===== config.mk =====
export PLATFORM = sky130hd
export DESIGN_NAME = dtpair_gen
export DESIGN_NICKNAME = d
export VERILOG_FILES = /design/src/rtl/dtp_pkg.sv /design/src/rtl/dtp_delay_leg.sv /design/src/rtl/dtp_pair.sv /design/src/rtl/dtpair_gen.sv
export SDC_FILE = /design/constraint.sdc
export NUM_CORES = 1
export LEC_CHECK = 0
export BUFFER_PORTS_ARGS = -buffer_cell sky130_fd_sc_hd__buf_4
export CAP_MARGIN = 40
export CORE_MARGIN = 5
export CORE_UTILIZATION = 35
export DETAILED_ROUTE_END_ITERATION = 6
export PLACE_DENSITY = 0.61
export SLEW_MARGIN = 30
export SYNTH_ARGS = -nofsm -noshare
export SYNTH_HDL_FRONTEND = slang
export SYNTH_SLANG_ARGS = --single-unit
export TNS_END_PERCENT = 10

===== constraint.sdc =====
create_clock -name clk -period 3.3 [get_ports clk]
set_input_delay 0.825 -clock clk [delete_from_list [all_inputs] [get_ports clk]]
set_output_delay 0.825 -clock clk [all_outputs]
set_load 0.01 [all_outputs]

===== src/rtl/dtp_pkg.sv =====
// Shared types for the dead-time pair generator.
package dtp_pkg;
    // State of one delay leg: waiting out the dead interval, or passing.
    typedef enum logic {
        LEG_WAIT = 1'b0,
        LEG_PASS = 1'b1
    } leg_state_e;
endpackage


===== src/rtl/dtp_delay_leg.sv =====
// Rising-edge delay leg.
// What it does: the output follows src, but a rise of src is delayed until
// `interval` ticks have been seen while src stays high. A fall is immediate.
// Assumes: tick is a one-cycle strobe synchronous to clk; interval may change
// at any time and is compared live (>=), so the count can never overshoot.
module dtp_delay_leg #(
    parameter int W = 8
) (
    input  logic         clk,
    input  logic         rst_n,
    input  logic         src,
    input  logic         tick,
    input  logic [W-1:0] interval,
    output logic         out
);
    import dtp_pkg::*;

    localparam int CW = W + 1;

    leg_state_e    state;
    logic [W-1:0]  cnt;
    logic [CW-1:0] cnt_next;
    logic          zero_len;

    // Next count value, one bit wider so the comparison cannot wrap.
    assign cnt_next = {1'b0, cnt} + {{W{1'b0}}, 1'b1};
    assign zero_len = (interval == '0);

    // Count ticks while src is high; restart whenever src is low.
    always_ff @(posedge clk) begin
        if (!rst_n) begin
            state <= LEG_WAIT;
            cnt   <= '0;
        end else if (!src) begin
            state <= LEG_WAIT;
            cnt   <= '0;
        end else if (state == LEG_WAIT && tick) begin
            cnt <= cnt_next[W-1:0];
            if (cnt_next >= {1'b0, interval}) begin
                state <= LEG_PASS;
            end
        end
    end

    // Output drops with src at once; rises only once the wait is over.
    assign out = src & ((state == LEG_PASS) | zero_len);
endmodule


===== src/rtl/dtp_pair.sv =====
// One channel pair.
// What it does: in complementary mode it derives a delayed copy and a delayed
// complement of the first channel; otherwise it passes both channels through.
// Assumes: both legs always track the first channel, so switching modes never
// leaves a stale count behind.
module dtp_pair #(
    parameter int DT_W = 8
) (
    input  logic            clk,
    input  logic            rst_n,
    input  logic            raw_a,
    input  logic            raw_b,
    input  logic            tick,
    input  logic            enable,
    input  logic [DT_W-1:0] dead_len,
    output logic            drv_a,
    output logic            drv_b
);
    logic hi_leg;
    logic lo_leg;

    // Leg for the primary output: delays the rise of the source.
    dtp_delay_leg #(.W(DT_W)) u_hi (
        .clk      (clk),
        .rst_n    (rst_n),
        .src      (raw_a),
        .tick     (tick),
        .interval (dead_len),
        .out      (hi_leg)
    );

    // Leg for the complement: delays the rise of the inverted source.
    dtp_delay_leg #(.W(DT_W)) u_lo (
        .clk      (clk),
        .rst_n    (rst_n),
        .src      (~raw_a),
        .tick     (tick),
        .interval (dead_len),
        .out      (lo_leg)
    );

    // Select complementary drive or plain pass-through.
    always_comb begin
        if (enable) begin
            drv_a = hi_leg;
            drv_b = lo_leg;
        end else begin
            drv_a = raw_a;
            drv_b = raw_b;
        end
    end
endmodule


===== src/rtl/dtpair_gen.sv =====
// Dead-time pair generator top.
// What it does: instantiates one independent pair stage per channel pair.
// Assumes: bit 2p / 2p+1 of the channel buses belong to pair p, and the
// interval of pair p sits at dead_len[DT_W*p +: DT_W].
module dtpair_gen #(
    parameter int NUM_PAIRS = 2,
    parameter int DT_W      = 8
) (
    input  logic                      clk,
    input  logic                      rst_n,
    input  logic [2*NUM_PAIRS-1:0]    chan_in,
    input  logic [NUM_PAIRS-1:0]      tick_en,
    input  logic [NUM_PAIRS-1:0]      pair_en,
    input  logic [NUM_PAIRS*DT_W-1:0] dead_len,
    output logic [2*NUM_PAIRS-1:0]    chan_out
);
    // One pair stage per channel pair; no sharing between pairs.
    for (genvar p = 0; p < NUM_PAIRS; p++) begin : g_pair
        dtp_pair #(.DT_W(DT_W)) u_pair (
            .clk      (clk),
            .rst_n    (rst_n),
            .raw_a    (chan_in[2*p]),
            .raw_b    (chan_in[2*p+1]),
            .tick     (tick_en[p]),
            .enable   (pair_en[p]),
            .dead_len (dead_len[DT_W*p +: DT_W]),
            .drv_a    (chan_out[2*p]),
            .drv_b    (chan_out[2*p+1])
        );
    end
endmodule


==> results.cfg <==
[outcome]
outcome = completed

[hold_path]
hold_path_class = register to register

[clock_network]
postCtsSetupBuffers = 0
clockRootBuffer = clkbuf_8
clk_latency_ns = 0.29
cts_resized = 0
cts_tree = built
cts_max_level = 2
cts.sinks = 36
numCtsBuffers = 5
clock_path_buffers = 2
ctsHoldBuffers = 0
path_clk_slew_ns = 0.08

[critical_path]
max_stage_delay_ns = 0.38
crit_buf_inv = 2
path_cells = buf_4 -> nor4_1 -> a21oi_1 -> nor2_1 -> mux2_2 -> buf_4
end_kind = primary output
crit_path_frequent_cell = buf_4
slowest_stage = nor4_1
crit_type = primary input to primary output
critical_path_arrival_ns = 1.80
worst-path-max-fanout = 2
required_ns = 2.47
start_kind = primary input
crit_family = simple AND/OR/NAND/NOR gates

[route]
vias = 2230
drtIter0Drc = 54
drtPass1Iterations = 4
drc = 0
routedWlPerCell_um = 11.8
wl_um = 5500
ant_nets = 0
avgViaCountPerCell = 4.79

[timing]
layout_setup_ws_ns = 0.674
rsz0062_at_grt = no
post-route-period-util_pct = 79.6
period_minus_slack_ns = 2.63
finalSetupTns_ns = 0
slew_violations = 0
max_slew_margin_pct = 73.9
tightest_slew_ns = 0.391
final-hold-violation-count = 0
fmax_mhz = 381
setup_viol = 0
clock_skew_ns = 0.00574

[floorplan]
start_util_pct = 36.4
core_um2 = 7330
row_count = 31
die_h_um = 97.3
die_w_um = 97.3
ios = 30
dieArea_um2 = 9480

[pwr]
combPwrFrac_pct = 11.3
switching_share_pct = 25.1
total_leakage_power_nw = 1.30
p_seq_share_pct = 46.7
powerDensity_nw_per_um2 = 308
peakVddDrop_uv = 200
switchingPower_mw = 0.238
clockPowerShare_pct = 42.1
intPower_mw = 0.711

[finish]
fin_nets = 428
finish.utilization_pct = 42.0
area_delta_synth_final_pct = 15.4
drive_gt1_share_pct = 12.3
antenna_cells = 0
nFillCells = 754

[global_route]
grt_pass1_vias = 2238
grt_max_degree = 13
grt_pass1_wl_um = 9840
grt_remaining_overflow = 0
grt_usage_pct = 12.1
antenna_found_initial = 0

[synth]
synth_async_sr_flop_share_pct = 0
synth-main-ff-cell = dfxtp_1
netlist_top_cells_area = dfxtp_1 27%, ha_1 17%, xnor2_1 7.9%, xor2_1 6.6%, nand2_1 5.8%
syn_inst = 337
synth_top_area_cell = dfxtp_1
ys_seq_area_share_pct = 27.0
synth_warnings = 0
synth-seq-cells = 36
yosysTopAreaCellShare_pct = 27.0
synth_most_common_cell = nand2_1
synth-edff-count = 0
synth_nets = 399
synth_cell_type_count = 35
synthTopCellsByCount = 41 x nand2_1, 40 x nor2_1, 36 x dfxtp_1, 36 x ha_1, 24 x xnor2_1
synth.cell_area_um2 = 2670
syn_area_per_cell_um2 = 7.92

[placement]
gp_congestion = 0.864
detailed_place_hpwl_um = 4350
io_buffer_count = 29
post-place-ws_ns = 0.679

[job]
cap_violations = 0
path summary, 6_finish.rpt:
path                                startpoint                            to  slack (ns)  cells past startpoint
setup reg to reg  g_pair[0].u_pair.u_lo.cnt[0]   g_pair[0].u_pair.u_lo.state        1.04                      9
hold / removal    g_pair[1].u_pair.u_lo.cnt[1]  g_pair[1].u_pair.u_lo.cnt[1]        0.49                      2
setup / recovery                   dead_len[3]                   chan_out[1]        0.67                      6
hold reg to reg   g_pair[1].u_pair.u_lo.cnt[1]  g_pair[1].u_pair.u_lo.cnt[1]        0.49                      2
cell families after synthesis:
logic type                 synth area share [%]
AOI/OAI and AO/OA                          11.2
xor gates and xnor gates                   14.4
DFF                                        27.0
and+or+nand+nor                            25.5
adders and majority gates                  16.9
buffers and inverters                      4.12
muxes                                     0.843
per-layer routing:
layer / GRT usage (%) / share of wire, %
met1: 15.4 / 51
met2: 20.0 / 43
met3: 3.23 / 4.8
met4: 3.19 / 1.1
met5: 0 / 0
through the flow:
step | cells | total power, mW | instance area, um^2 | hold slack [ns]
detailed placement | 458 | 0.562 | 2970 | 0.485
global route | 466 | 0.997 | 3080 | 0.526
global placement | 458 | 0.559 | 2970 | 0.481
floorplan | 337 | 0.515 | 2670 | 0.465
finish | 466 | 0.949 | 3080 | 0.493
CTS | 466 | 0.963 | 3080 | 0.497
worst min-delay path, cell delays in order, from the launching register on:
cell and delay, ns:
dfxtp_1 0.34, nand2_1 0.06, a21oi_1 0.05
power by group through the flow:
stage | clock network (mW) | registers (mW) | logic, mW
floorplan | 0 | 0.452 | 0.0632
global placement | 0 | 0.453 | 0.105
detailed placement | 0 | 0.453 | 0.108
CTS | 0.411 | 0.443 | 0.109
global route | 0.430 | 0.444 | 0.123
finish | 0.399 | 0.443 | 0.107
flip-flops by register name, indices dropped and copies added (netlist names):
name	cells
g_pair.u_pair.u_hi.cnt	16
g_pair.u_pair.u_lo.cnt	16
g_pair.u_pair.u_hi.state	2
g_pair.u_pair.u_lo.state	2
area by class of cell:
| cell class | count | area [um^2] | area share [%] |
|---|---|---|---|
| inverter | 18 | 67.6 | 2.19 |
| tap | 99 | 124 | 4.02 |
| timing repair buffer | 29 | 218 | 7.07 |
| clock buffer | 5 | 68.8 | 2.23 |
| multi-input combinational | 276 | 1840 | 59.7 |
| clock inverter | 3 | 42.5 | 1.38 |
| sequential | 36 | 721 | 23.4 |
placed cells by master (no fill, tap or decap), drive strengths merged:
cell type / n
bufinv: 1
nor3: 3
xnor2: 24
o22ai: 2
buf: 29
a31oi: 4
or2: 4
o21ai: 18
a211oi: 3
a221oi: 2
or3: 12
a22oi: 1
nand4: 3
ha: 36
mux2: 2
nor2b: 8
clkinv: 1
nand3: 11
and3: 3
nor2: 40
nand2: 41
a21oi: 22
inv: 18
clkinvlp: 1
dfxtp: 36
clkbuf: 5
nor4: 10
nand2b: 5
xor2: 20
o21a: 2
Power figures use the tool's default switching activity.
